===== src/rtl/dte_link_pkg.sv =====
package dte_link_pkg;

  typedef enum logic [2:0] {
    PH_IDLE    = 3'd0,
    PH_WDSR    = 3'd1,
    PH_WCD     = 3'd2,
    PH_CONN    = 3'd3,
    PH_WCTS    = 3'd4,
    PH_DATA    = 3'd5,
    PH_CTSOFF  = 3'd6,
    PH_LINEOFF = 3'd7
  } phase_e;

  localparam int MODEM_LINES = 4;
  localparam int LN_RI  = 0;
  localparam int LN_DSR = 1;
  localparam int LN_CD  = 2;
  localparam int LN_CTS = 3;

  function automatic logic is_timed(input phase_e p);
    return (p == PH_WDSR) || (p == PH_WCD) || (p == PH_WCTS) ||
           (p == PH_CTSOFF) || (p == PH_LINEOFF);
  endfunction

endpackage


===== src/rtl/dte_sync.sv =====
module dte_sync #(
  parameter int W      = 4,
  parameter int STAGES = 2
) (
  input  logic         clk,
  input  logic         rst_n,
  input  logic [W-1:0] din,
  output logic [W-1:0] dout
);

  logic [STAGES-1:0][W-1:0] chain;

  always_ff @(posedge clk or negedge rst_n) begin
    if (!rst_n) begin
      chain <= '0;
    end else begin
      chain[0] <= din;
      for (int i = 1; i < STAGES; i++) begin
        chain[i] <= chain[i-1];
      end
    end
  end

  assign dout = chain[STAGES-1];

endmodule


===== src/rtl/dte_wait_timer.sv =====
module dte_wait_timer #(
  parameter int W = 16
) (
  input  logic         clk,
  input  logic         rst_n,
  input  logic         in_wait,
  input  logic         restart,
  input  logic [W-1:0] limit,
  output logic         expired
);

  logic [W-1:0] cnt_q, cnt_d;
  logic         cnt_en;

  always_comb begin
    cnt_en = restart || in_wait;
    cnt_d  = restart ? '0 : cnt_q + 1'b1;
  end

  always_ff @(posedge clk or negedge rst_n) begin
    if (!rst_n) begin
      cnt_q <= '0;
    end else if (cnt_en) begin
      cnt_q <= cnt_d;
    end
  end

  assign expired = in_wait && (cnt_q == limit);

endmodule


===== src/rtl/dte_link_fsm.sv =====
module dte_link_fsm
  import dte_link_pkg::*;
(
  input  logic   clk,
  input  logic   rst_n,
  input  logic   call_orig,
  input  logic   answer_en,
  input  logic   send_req,
  input  logic   hangup_req,
  input  logic   tx_char_active,
  input  logic   ri_s,
  input  logic   dsr_s,
  input  logic   cd_s,
  input  logic   cts_s,
  input  logic   expired,
  output logic   in_wait,
  output logic   restart,
  output phase_e cur,
  output logic   tmo_q,
  output logic   loss_q
);

  phase_e nxt;
  logic   set_tmo, set_loss, clr_flags, link_down;

  assign link_down = !dsr_s || !cd_s;
  assign in_wait   = is_timed(cur);

  always_comb begin
    nxt       = cur;
    set_tmo   = 1'b0;
    set_loss  = 1'b0;
    clr_flags = 1'b0;
    case (cur)
      PH_IDLE: begin
        if (call_orig || (answer_en && ri_s)) begin
          nxt       = PH_WDSR;
          clr_flags = 1'b1;
        end
      end
      PH_WDSR:  if (dsr_s) nxt = PH_WCD;
      PH_WCD:   if (cd_s)  nxt = PH_CONN;
      PH_CONN: begin
        if (link_down) begin
          nxt      = PH_CTSOFF;
          set_loss = 1'b1;
        end else if (hangup_req) begin
          nxt = PH_CTSOFF;
        end else if (send_req) begin
          nxt = PH_WCTS;
        end
      end
      PH_WCTS: begin
        if (link_down) begin
          nxt      = PH_CTSOFF;
          set_loss = 1'b1;
        end else if (hangup_req) begin
          nxt = PH_CTSOFF;
        end else if (cts_s) begin
          nxt = PH_DATA;
        end
      end
      PH_DATA: begin
        if (link_down) begin
          nxt      = PH_CTSOFF;
          set_loss = 1'b1;
        end else if (hangup_req && !tx_char_active) begin
          nxt = PH_CTSOFF;
        end
      end
      PH_CTSOFF:  if (!cts_s) nxt = PH_LINEOFF;
      PH_LINEOFF: if (!dsr_s && !cd_s) nxt = PH_IDLE;
    endcase
    if (expired && (nxt == cur)) begin
      nxt     = PH_IDLE;
      set_tmo = 1'b1;
    end
  end

  assign restart = (nxt != cur);

  always_ff @(posedge clk or negedge rst_n) begin
    if (!rst_n) begin
      cur    <= PH_IDLE;
      tmo_q  <= 1'b0;
      loss_q <= 1'b0;
    end else begin
      cur <= nxt;
      if (clr_flags || set_tmo) begin
        tmo_q <= set_tmo;
      end
      if (clr_flags || set_loss) begin
        loss_q <= set_loss;
      end
    end
  end

endmodule


===== src/rtl/dte_link_seq.sv =====
module dte_link_seq
  import dte_link_pkg::*;
#(
  parameter int TMO_W       = 16,
  parameter int SYNC_STAGES = 2
) (
  input  logic             clk,
  input  logic             rst_n,
  input  logic             call_orig,
  input  logic             answer_en,
  input  logic             send_req,
  input  logic             hangup_req,
  input  logic             tx_char_req,
  input  logic             tx_char_active,
  input  logic             ri_in,
  input  logic             dsr_in,
  input  logic             cd_in,
  input  logic             cts_in,
  input  logic [TMO_W-1:0] wait_limit,
  output logic             dtr_out,
  output logic             rts_out,
  output logic             tx_permit,
  output logic             tx_char_go,
  output logic [2:0]       phase,
  output logic             timeout_flag,
  output logic             carrier_lost
);

  logic [MODEM_LINES-1:0] raw_lines, sync_lines;
  logic                   in_wait, restart, expired;
  phase_e                 cur;

  always_comb begin
    raw_lines         = '0;
    raw_lines[LN_RI]  = ri_in;
    raw_lines[LN_DSR] = dsr_in;
    raw_lines[LN_CD]  = cd_in;
    raw_lines[LN_CTS] = cts_in;
  end

  dte_sync #(.W(MODEM_LINES), .STAGES(SYNC_STAGES)) u_sync (
    .clk  (clk),
    .rst_n(rst_n),
    .din  (raw_lines),
    .dout (sync_lines)
  );

  dte_wait_timer #(.W(TMO_W)) u_timer (
    .clk    (clk),
    .rst_n  (rst_n),
    .in_wait(in_wait),
    .restart(restart),
    .limit  (wait_limit),
    .expired(expired)
  );

  dte_link_fsm u_fsm (
    .clk           (clk),
    .rst_n         (rst_n),
    .call_orig     (call_orig),
    .answer_en     (answer_en),
    .send_req      (send_req),
    .hangup_req    (hangup_req),
    .tx_char_active(tx_char_active),
    .ri_s          (sync_lines[LN_RI]),
    .dsr_s         (sync_lines[LN_DSR]),
    .cd_s          (sync_lines[LN_CD]),
    .cts_s         (sync_lines[LN_CTS]),
    .expired       (expired),
    .in_wait       (in_wait),
    .restart       (restart),
    .cur           (cur),
    .tmo_q         (timeout_flag),
    .loss_q        (carrier_lost)
  );

  assign phase      = cur;
  assign dtr_out    = (cur != PH_IDLE);
  assign rts_out    = (cur == PH_WCTS) || (cur == PH_DATA);
  assign tx_permit  = (cur == PH_DATA) && sync_lines[LN_CTS];
  assign tx_char_go = tx_char_req && tx_permit;

endmodule


===== config.mk =====
export PLATFORM = sky130hd
export DESIGN_NAME = dte_link_seq
export DESIGN_NICKNAME = d
export VERILOG_FILES = /design/src/rtl/dte_link_pkg.sv /design/src/rtl/dte_sync.sv /design/src/rtl/dte_wait_timer.sv /design/src/rtl/dte_link_fsm.sv /design/src/rtl/dte_link_seq.sv
export SDC_FILE = /design/constraint.sdc
export NUM_CORES = 1
export LEC_CHECK = 0
export ABC_AREA = 1
export CORE_MARGIN = 2
export CORE_UTILIZATION = 35
export CTS_BUF_LIST = sky130_fd_sc_hd__clkbuf_4 sky130_fd_sc_hd__clkbuf_8
export CTS_CLUSTER_DIAMETER = 60
export CTS_CLUSTER_SIZE = 25
export DETAILED_ROUTE_END_ITERATION = 6
export GPL_TIMING_DRIVEN = 0
export MAX_ROUTING_LAYER = met4
export PLACE_DENSITY = 0.55
export SLEW_MARGIN = 5
export SYNTH_ARGS = -nofsm -noshare
export SYNTH_HDL_FRONTEND = slang
export SYNTH_HIERARCHICAL = 1
export SYNTH_SLANG_ARGS = --single-unit

===== constraint.sdc =====
create_clock -name clk -period 2.8 [get_ports clk]
set_input_delay 0.56 -clock clk [delete_from_list [all_inputs] [get_ports clk]]
set_output_delay 0.56 -clock clk [all_outputs]
set_load 0.02 [all_outputs]

==> key figures, run 1 <==
Floorplanning
  • Initial Utilization: 36.16%
  • Width of the die: 81.98 um
  • Area of the core: 5886 um^2
  • I/O pin count: 37
  • Die ar.: 6721 um^2
  • Vert. Die Dim: 81.98 um
  • Row cnt: 28

Setup path
  • Element type at the critical path start: flop
  • CP endpoint kind: flop
  • Crit-path max FO: 5
  • CP Class: flop to flop
  • CP Data Arrival Time: 2.83 ns
  • Worst endpoint required time: 2.98 ns

STA
  • Crit path time final: 2.654 ns
  • Tcrit/Tclk final: 94.78%
  • Pin slew with the least headroom to its limit: 0.6852 ns
  • Max Clock Skew: 0.005319 ns
  • Final Slew Violations: 0
  • Hold slack: 0.3086 ns
  • Final Setup Violations: 0
  • Fmax: 0.3768 GHz
  • Endpoints failing hold: 0
  • RSZ-0062 raised after global routing: true
  • Slew margin rel.: 54.32%

Finish
  • Design area: 2970 um^2
  • Diode count: 0
  • Fillers: 599
  • Final cell count without fillers: 438
  • Final nets: 391
  • Layout cell share with drive strength beyond 1: 25.62%
  • Area Overhead vs Synth: 39.57%

Routing
  • Via count of the routed design: 2058
  • WL/cell: 12.74 um
  • Antenna Nets Post-Route: 0
  • 1st-iter DRT viols: 95
  • Final WL: 5.580 mm
  • Vias per inst: 4.699
  • Drt pass-1 iters: 4
  • DRC viols: 0

Logic synthesis
  • Synth unique cells: 35
  • Cell count after synthesis: 299
  • Yosys warning count: 6
  • Post-synth EDFFs: 0
  • Synth Area per Inst: 7.118 um^2
  • Synth area leader: dfrtp_1
  • Register area share after synthesis: 34.10%
  • Synth Cell Area: 2128 um^2
  • Most frequent cells after synthesis: nand2_1, nor2_1, inv_1
  • Post-synth net total: 328
  • Yosys top cell area share: 34.10%
  • Top-count cell post-synth: nand2_1
  • Ys async rst share: 100.0%
  • Seq cells post-synth: 29
  • Top FF cell, synth: dfrtp_1
  • Synth top area cells: dfrtp_1, nand2_1, nor2_1

Global route
  • Initial antenna violation count: 0
  • Vias in the first global route: 1892
  • All-layer global routing usage: 17.62%
  • Grt total ovfl: 0
  • Largest net degree at the start of global routing: 30
  • First-pass GRT wire length: 8.783 mm

Clock tree
  • Root Driver: clkbuf_8
  • CTS tree: yes
  • CTS H-tree lvls: 2
  • Longest Clk Path Bufs: 2
  • Worst-path clk slew: 0.07 ns
  • Clock Latency Late Sink: 0.28 ns
  • Num CTS Buffers: 5
  • Clock Sinks: 29
  • Hold_buf cts: 0

Pwr
  • Leak pwr: 1.407 nW
  • Pwr dens: 875.9 nW/um^2
  • Pwr Total: 2.602 mW
  • Peak supply drop: 0.4817 mV

Place
  • Inst Count DP: 410
  • Dpl hpwl: 3.984 mm
  • Post-place instance area: 2577 um^2
  • Placer congestion estimate: 0.8682
  • Port Buffers: 36

Job
  • Max-cap check violation count: 0

Worst hold path
  • Hold/Removal Path Class: input port to asynchronous set/reset pin

Status
  • Status: completed
[metrics by stage]
step / setup WS (ns) / TNS [ns] / utilization (%)
3_5_place_dp: -0.3117 / -3.166 / 43.79
2_1_floorplan: 0.1071 / 0 / -
4_1_cts: 0.01804 / 0 / 46.58
6_report: 0.1462 / 0 / 50.47
3_3_place_gp: -0.2829 / -2.727 / 43.88
5_1_grt: -0.05348 / -0.1178 / 50.47
[cell usage in the layout, fill, tap and decap left out, drive strengths merged]
cell type	netlist	final
clkinvlp	0	1
o22ai	2	2
a21boi	1	1
dlymetal6s2s	0	1
nand2	84	84
bufinv	0	1
a31oi	1	1
xnor2	4	4
o21ai	12	12
a22o	1	1
nand3b	1	1
nand4	7	7
a21oi	11	11
nor3	4	4
ha	1	1
a21o	1	1
clkdlybuf4s50	0	34
clkinv	1	3
o21bai	1	1
nor2	56	56
o21a	1	1
nand3	27	27
dfrtp	29	29
clkbuf	0	6
inv	44	43
buf	8	28
xor2	2	2
[state kept, by name (all words and copies together) (netlist names)]
name and flops:
u_fsm/tmo_q 1, u_timer/cnt_q 16, u_sync/dout 4, u_sync/chain 4, u_fsm/cur 3, u_fsm/loss_q 1
[path summary, 6_finish.rpt]
| path | slack, ns | endpoint | cells after the start | startpoint |
|---|---|---|---|---|
| worst min-delay path | 0.31 | u_timer/cnt_q[15] | 1 | rst_n |
| worst max register to register | 0.15 | u_timer/cnt_q[15] | 23 | u_fsm/cur[2] |
| worst max-delay path | 0.15 | u_timer/cnt_q[15] | 23 | u_fsm/cur[2] |
| max in group asynchronous | 1.99 | u_fsm/cur[2] | 1 | rst_n |
| worst min register to register | 0.35 | u_sync/dout[2] | 0 | u_sync/chain[2] |
| min in group clk | 0.35 | u_sync/dout[2] | 0 | u_sync/chain[2] |
[layer usage]
layer  vias to the layer above  part of all wire (%)  global-route usage, %
li1                       1061                     -                      -
met1                       959                    48                  24.15
met2                        33                    48                  26.75
met3                         5                   3.3                  3.077
met4                         0                   1.1                  5.000
met5                         -                     0                      -
[power by group]
group	switching, mW	internal, mW
registers	0.0541	0.464
clock network	0.169	0.266
logic	0.920	0.729
total	1.14	1.46
[final cells by class]
class	instances	area, um^2	share of cell area (%)
Clock inverter	3	46.29	1.559
Clock buffer	5	68.82	2.317
Tap cell	75	93.84	3.159
Sequential cell	29	728.2	24.52
Timing Repair Buffer	56	525.5	17.69
Multi-Input combinational cell	217	1227	41.32
Inverter	45	187.7	6.318
Buffer	8	92.59	3.117
[kinds of logic (layout without fill, tap and decap cells)]
| kind of cell | Yosys count | in the layout | synth area share [%] |
|---|---|---|---|
| and+or+nand+nor | 179 | 179 | 42.15 |
| buffers and inverters | 53 | 117 | 12.05 |
| AOI/OAI and AO/OA | 31 | 31 | 8.642 |
| DFF | 29 | 29 | 34.10 |
| xor gates and xnor gates | 6 | 6 | 2.469 |
| adders and majority gates | 1 | 1 | 0.5878 |
[critical path: stages (launching register included)]
cell and delay [ns]:
dfrtp_2 0.47, buf_12 0.16, clkinv_8 0.05, nand3_4 0.06, nand3_4 0.08, inv_2 0.04, a21oi_2 0.13, nand2_1 0.08
nor2_2 0.09, nand3_1 0.07, nor2_1 0.13, nand3_2 0.10, nor2_4 0.17, nor2_1 0.05, nor2_1 0.12, nor2_2 0.06
nand2_2 0.08, nor2_4 0.06, nor2_4 0.13, nand2_4 0.08, nor2_4 0.14, nand3_2 0.07, nand2_1 0.07, nor2_1 0.03
[what timing repair did]
item | in CTS | in global routing
pin swaps | 4 | 17
gates resized for setup | 8 | 26
gates cloned | 0 | 1
endpoints found under the setup margin | 15 | 14
buffers inserted | 3 | 16
Note: power is estimated with default switching activity, not from simulation.
==> run 2: changes to the inputs <==
--- a/config.mk
+++ b/config.mk
@@ -12,8 +12,8 @@
 export CTS_CLUSTER_DIAMETER = 60
 export CTS_CLUSTER_SIZE = 25
 export DETAILED_ROUTE_END_ITERATION = 6
+export GPL_ROUTABILITY_DRIVEN = 0
 export GPL_TIMING_DRIVEN = 0
-export MAX_ROUTING_LAYER = met4
 export PLACE_DENSITY = 0.55
 export SLEW_MARGIN = 5
 export SYNTH_ARGS = -nofsm -noshare
==> run 2 against run 1 <==
Final cell count down 1.8%. Worst hold slack worse by 0.0028 ns. Clock skew rose by 0.0014 ns. Sequential power about the same. First-iteration DRC count is 1.1% lower. Sequential share of layout area increased by 0.88 points. Worst setup slack worse by 0.015 ns. Die area stayed put. Global-route usage down 1.4 points. Routed wire length down 8.9%. Maximum frequency down 0.57%. Critical endpoint unchanged. Largest cell class unchanged.
==> key figures, run 2 (synthesis gave the netlist of run 1 again) <==
Status
  • Status: completed

Pwr
  • Pwr dens: 844.4 nW/um^2 (-3.6%)
  • Peak supply drop: 0.3302 mV (-31%)
  • Pwr Total: 2.421 mW (-6.9%)
  • Leak pwr: 1.349 nW (-4.2%)

Clock tree
  • Clock Sinks: 29 (unchanged)
  • Clock Latency Late Sink: 0.28 ns (about the same)
  • Longest Clk Path Bufs: 2 (unchanged)
  • Worst-path clk slew: 0.07 ns (about the same)
  • Root Driver: clkbuf_8
  • CTS H-tree lvls: 2 (unchanged)
  • Hold_buf cts: 0 (unchanged)
  • Num CTS Buffers: 5 (unchanged)
  • CTS tree: yes

Global route
  • First-pass GRT wire length: 8.314 mm (-5.3%)
  • Vias in the first global route: 1793 (-5.2%)
  • Initial antenna violation count: 0 (unchanged)
  • Grt total ovfl: 0 (unchanged)
  • Largest net degree at the start of global routing: 30 (unchanged)
  • All-layer global routing usage: 16.25% (-1.4 points)

Finish
  • Commonest non-fill, non-tap cells in the layout: nand2_1, inv_1, nor2_1
  • Largest register FFs: 16 (unchanged)
  • Diode count: 0 (unchanged)
  • Area Overhead vs Synth: 34.74%
  • Most flop-heavy register: u_timer/cnt_q
  • Final nets: 383 (-2.0%)
  • Fillers: 605 (+1.0%)
  • Layout cell share with drive strength beyond 1: 22.54% (-3.1 points)
  • Design area: 2868 um^2 (-3.5%)
  • Commonest non-fill, non-tap cell in the layout: nand2_1

Setup path
  • Worst endpoint required time: 2.97 ns (about the same)
  • Element type at the critical path start: flop
  • R2R cell count: 22 (-4.3%)
  • FF-to-FF End: u_timer/cnt_q[15]
  • CP Data Arrival Time: 2.84 ns (about the same)
  • Reg-to-reg slack, setup: 0.13 ns (-0.02 ns)
  • Worst Setup EP: u_timer/cnt_q[15]
  • Crit-path max FO: 6 (+1)
  • RR Startpoint: u_fsm/cur[1]
  • CP Class: flop to flop
  • CP endpoint kind: flop
  • Worst Setup SP: u_fsm/cur[1]

STA
  • Endpoints failing hold: 0 (unchanged)
  • Crit path time final: 2.669 ns (+0.01521 ns)
  • Fmax: 0.3747 GHz (-0.57%)
  • Tcrit/Tclk final: 95.32% (+0.54 points)
  • Final Slew Violations: 0 (unchanged)
  • Final Setup Violations: 0 (unchanged)
  • RSZ-0062 raised after global routing: true
  • Sum Neg Setup Slack: 0 ns (unchanged)
  • Pin slew with the least headroom to its limit: 0.6631 ns (-0.02204 ns)
  • Max Clock Skew: 0.006686 ns (+0.001367 ns)
  • Slew margin rel.: 55.79% (+1.5 points)

Routing
  • WL/cell: 11.82 um (-7.2%)
  • Via count of the routed design: 1946 (-5.4%)
  • DRC viols: 0 (unchanged)
  • 1st-iter DRT viols: 94 (-1.1%)
  • Drt pass-1 iters: 4 (unchanged)
  • Final WL: 5.084 mm (-8.9%)
  • Vias per inst: 4.526 (-3.7%)
  • Antenna Nets Post-Route: 0 (unchanged)

Place
  • Port Buffers: 36 (unchanged)
  • Dpl hpwl: 3.913 mm (-1.8%)
  • Post-place instance area: 2577 um^2 (unchanged)

Floorplanning
  • Die ar.: 6721 um^2 (unchanged)
  • Vert. Die Dim: 81.98 um (unchanged)
  • Width of the die: 81.98 um (unchanged)
  • Initial Utilization: 36.16% (unchanged)
  • I/O pin count: 37 (unchanged)
  • Row cnt: 28 (unchanged)
  • Area of the core: 5886 um^2 (unchanged)

Job
  • Max-cap check violation count: 0 (unchanged)

Worst hold path
  • Hold/Removal Path Class: input port to asynchronous set/reset pin
## run 2: final cells by class
type	count	area, um^2	area share [%]
repair buffers	48	442.9	15.45
flip-flops and latches	29	728.2	25.39
well taps	75	93.84	3.272
clock buffers	5	68.82	2.400
multi-input cells	217	1215	42.36
plain buffers	8	92.59	3.229
inverters	45	180.2	6.283
clock inverters	3	46.29	1.614
## run 2: stage by stage
stage	setup slack [ns]	util, %	hold WS (ns)	cells
after floorplan	0.1071	-	0.2644	299
after global placement	-0.2743	43.88	0.3323	410
after detailed placement	-0.2514	43.79	0.3347	410
after CTS	0.007335	46.41	0.3258	420
after global routing	-0.09473	48.72	0.3518	430
final	0.1310	48.72	0.3058	430
## run 2: worst min-delay path by stage
stage,startpoint,to,slack (ns)
finish,rst_n,u_timer/cnt_q[15],0.31
global route,rst_n,u_timer/cnt_q[15],0.35
CTS,rst_n,u_timer/cnt_q[4],0.33
detailed placement,u_sync/chain[2],u_sync/dout[2],0.33
global placement,u_sync/chain[0],u_sync/dout[0],0.33
floorplan,rst_n,u_fsm/cur[0],0.26
## run 2: critical path, cell delays in order (launching register included)
cell and delay [ns]:
dfrtp_2 0.49, nor2_4 0.17, nand2_2 0.08, nand3_4 0.10
inv_2 0.05, a21oi_2 0.11, nand2_1 0.07, nor2_2 0.08
nand3_1 0.08, nor2_1 0.14, nand3_2 0.10, nor2_4 0.17
nand2_4 0.07, nand2_2 0.06, a21oi_1 0.06, nand2_1 0.12
nor2_4 0.08, nor2_4 0.14, nand2_4 0.08, nor2_4 0.16
nand3_2 0.07, nand2_1 0.06, nor2_1 0.03
## run 2: routing by layer
layer / routed length [um] / part of all wire [%] / up-vias / global-route usage, %
li1: - / - / 1047 / -
met1: 2513 / 49 / 861 / 22.64
met2: 2293 / 45 / 33 / 25.53
met3: 211 / 4.2 / 5 / 3.187
met4: 65 / 1.3 / 0 / 4.667
met5: 0 / 0 / - / 0
## run 2: what timing repair did
item / in CTS / in global routing
pin swaps: 2 / 13
resized for setup: 7 / 18
setup buffers: 2 / 10
setup endpoints to repair: 15 / 15
## run 2: power by group
part	switching, mW	internal [mW]
Sequential	0.0523	0.464
Clock	0.168	0.266
Combinational	0.836	0.635
==> run 3: changes to the inputs <==
--- a/config.mk
+++ b/config.mk
@@ -13,7 +13,6 @@
 export CTS_CLUSTER_SIZE = 25
 export DETAILED_ROUTE_END_ITERATION = 6
 export GPL_ROUTABILITY_DRIVEN = 0
-export GPL_TIMING_DRIVEN = 0
 export PLACE_DENSITY = 0.55
 export SLEW_MARGIN = 5
 export SYNTH_ARGS = -nofsm -noshare
==> run 3 against run 2 <==
Flip-flop and latch count did not move. Via count up 2.7%. Combinational power barely moved. Worst hold slack improved by 0.046 ns. Final cell count increased by 1.2%. Critical path depth decreased by 4. Utilization fell by 0.53 points.
==> key figures, run 3 (synthesis gave the netlist of run 1 again) <==
Routing
  • DRC viols: 0 (unchanged)
  • Drt pass-1 iters: 4 (unchanged)
  • Vias per inst: 4.595 (+1.5%)
  • Antenna Nets Post-Route: 0 (unchanged)
  • Via count of the routed design: 1999 (+2.7%)
  • Final WL: 5.033 mm (-1.0%)
  • 1st-iter DRT viols: 89 (-5.3%)
  • WL/cell: 11.57 um (-2.1%)

STA
  • Max Clock Skew: 0.005541 ns (-0.001146 ns)
  • Slew margin rel.: 74.73% (+19 points)
  • Endpoints failing hold: 0 (unchanged)
  • Final worst setup slack: 0.1842 ns (+0.05318 ns)
  • Final Setup Violations: 0 (unchanged)
  • Pin slew with the least headroom to its limit: 0.3791 ns (-0.2841 ns)
  • Crit path time final: 2.616 ns (-0.05318 ns)
  • Fmax: 0.3823 GHz (+2.0%)
  • Final Slew Violations: 0 (unchanged)
  • Tcrit/Tclk final: 93.42% (-1.9 points)

Clock tree
  • Root Driver: clkbuf_8
  • Clock Latency Late Sink: 0.28 ns (about the same)
  • CTS tree: yes
  • Worst-path clk slew: 0.06 ns (about the same)
  • Num CTS Buffers: 5 (unchanged)
  • Longest Clk Path Bufs: 2 (unchanged)
  • Hold_buf cts: 0 (unchanged)
  • Clock Sinks: 29 (unchanged)
  • CTS H-tree lvls: 2 (unchanged)

Setup path
  • CP Data Arrival Time: 2.78 ns (-0.06 ns)
  • Worst-path cell chain: clkdlybuf4s50_1, inv_1, o21ai_0, nand2_1, nand3_2, nor2_4, nor2_4, nor2_4, nand2_4, nand2_4, a21oi_1, nand2_1, nor2_4, nor2_4, nand2_4, clkinv_2, o21ai_0, a21oi_1
  • Max incr delay on CP: 0.54 ns (+0.05 ns)
  • Worst endpoint required time: 2.96 ns (about the same)
  • Cell mode on critical path: nor2_4
  • CP endpoint kind: flop
  • Crit-path max FO: 5 (-1)
  • Element type at the critical path start: input port
  • Crit path max-delay cell type: clkdlybuf4s50_1
  • CP Class: input port to flop

Finish
  • Most flop-heavy register: u_timer/cnt_q
  • Largest register FFs: 16 (unchanged)
  • Layout cell share with drive strength beyond 1: 22.50% (-0.035 points)
  • Diode count: 0 (unchanged)
  • Final cell count without fillers: 435 (+1.2%)
  • Commonest non-fill, non-tap cell in the layout: nand2_1
  • Commonest non-fill, non-tap cells in the layout: nand2_1, nor2_1, inv_1
  • Area Overhead vs Synth: 33.27%
  • Final nets: 388 (+1.3%)

Place
  • Dpl hpwl: 3.986 mm (+1.9%)
  • Port Buffers: 36 (unchanged)
  • Inst Count DP: 424 (+3.4%)
  • Setup WS pre-CTS: -0.2379 ns (+0.01356 ns)

Global route
  • Met1 Resource Use GR: 23.51% (+0.88 points)
  • Vias in the first global route: 1794 (+0.056%)
  • Grt total ovfl: 0 (unchanged)
  • Most Used Layer, Global Route: met2
  • Met2 Usage GRT: 24.55% (-0.98 points)
  • GRT met3 Usage: 3.077% (-0.11 points)
  • First-pass GRT wire length: 8.307 mm (about the same)
  • Initial antenna violation count: 0 (unchanged)
  • Largest net degree at the start of global routing: 30 (unchanged)
  • All-layer global routing usage: 16.35% (+0.099 points)

Floorplanning
  • Area of the core: 5886 um^2 (unchanged)
  • Die ar.: 6721 um^2 (unchanged)
  • Initial Utilization: 36.16% (unchanged)
  • Width of the die: 81.98 um (unchanged)
  • I/O pin count: 37 (unchanged)
  • Vert. Die Dim: 81.98 um (unchanged)
  • Row cnt: 28 (unchanged)

Pwr
  • Leak pwr: 1.359 nW (+0.76%)
  • Pwr dens: 821.9 nW/um^2 (-2.7%)
  • Peak supply drop: 0.3347 mV (+1.3%)

Job
  • Max-cap check violation count: 0 (unchanged)

Status
  • Status: completed

Worst hold path
  • Hold/Removal Path Class: flop to flop
-- run 3: cell count changes in the layout (fill, tap and decap cells not counted), moves of 2 or more --
cell            change
buf_2               -2
buf_12              -2
nand3_4             -2
buf_6               -2
buf_4               +9
inv_2               +2
clkbuf_8            +2
nand2_1             +2
nand2_2             -3
dlymetal6s2s_1      +2
-- run 3: path summary, 6_finish.rpt --
| kind | cells after the start | endpoint | slack (ns) | start |
|---|---|---|---|---|
| worst max-delay path | 18 | u_timer/cnt_q[5] | 0.18 | hangup_req |
| worst min-delay path | 0 | u_sync/dout[1] | 0.35 | u_sync/chain[1] |
| worst max register to register | 22 | u_timer/cnt_q[15] | 0.28 | u_fsm/cur[2] |
| worst min register to register | 0 | u_sync/dout[1] | 0.35 | u_sync/chain[1] |
| max in group asynchronous | 2 | u_fsm/cur[2] | 1.83 | rst_n |
| min in group asynchronous | 2 | u_timer/cnt_q[15] | 0.66 | rst_n |
-- run 3: area by class of cell --
type	count	area (um^2)
clock buffers	7	96.34
clock inverters	1	5.005
fillers	590	3049
inverters	45	176.4
multi-input cells	217	1182
flip-flops and latches	29	729.5
well taps	75	93.84
repair buffers	60	545.5
repair inverters	1	7.507
-- run 3: repair_timing --
item                                    4_1_cts  5_1_grt
endpoints found under the setup margin        0       15
resized for setup                             0       18
endpoints found under the hold margin         0        0
setup buffers                                 0        2
-- run 3: routing by layer --
metal	wire length, um	up-vias
met4	73	0
met1	2511	895
met3	193	8
li1	-	1064
met2	2254	32
met5	0	-
-- run 3: per-stage QoR --
step	utilization [%]	power [mW]	TNS [ns]	hold WS, ns	area, um^2
2_1_floorplan	-	1.415	0	0.2644	2128
3_3_place_gp	45.26	1.872	-2.231	0.3322	2664
6_report	48.19	2.331	0	0.3514	2836
3_5_place_dp	45.26	1.871	-2.885	0.3386	2664
5_1_grt	48.19	2.524	-0.005515	0.3624	2836
4_1_cts	46.98	2.264	0	0.3531	2765
-- run 3: power breakdown --
part / internal [mW] / switching (mW)
logic: 0.620 / 0.816
registers: 0.465 / 0.0512
clock network: 0.222 / 0.157
total: 1.31 / 1.02
-- run 3: critical path, delay by kind of cell --
| family | cells | cell delay (ns) |
|---|---|---|
| compound gates | 4 | 0.51 |
| simple gates | 11 | 0.97 |
| buf+inv | 3 | 0.70 |
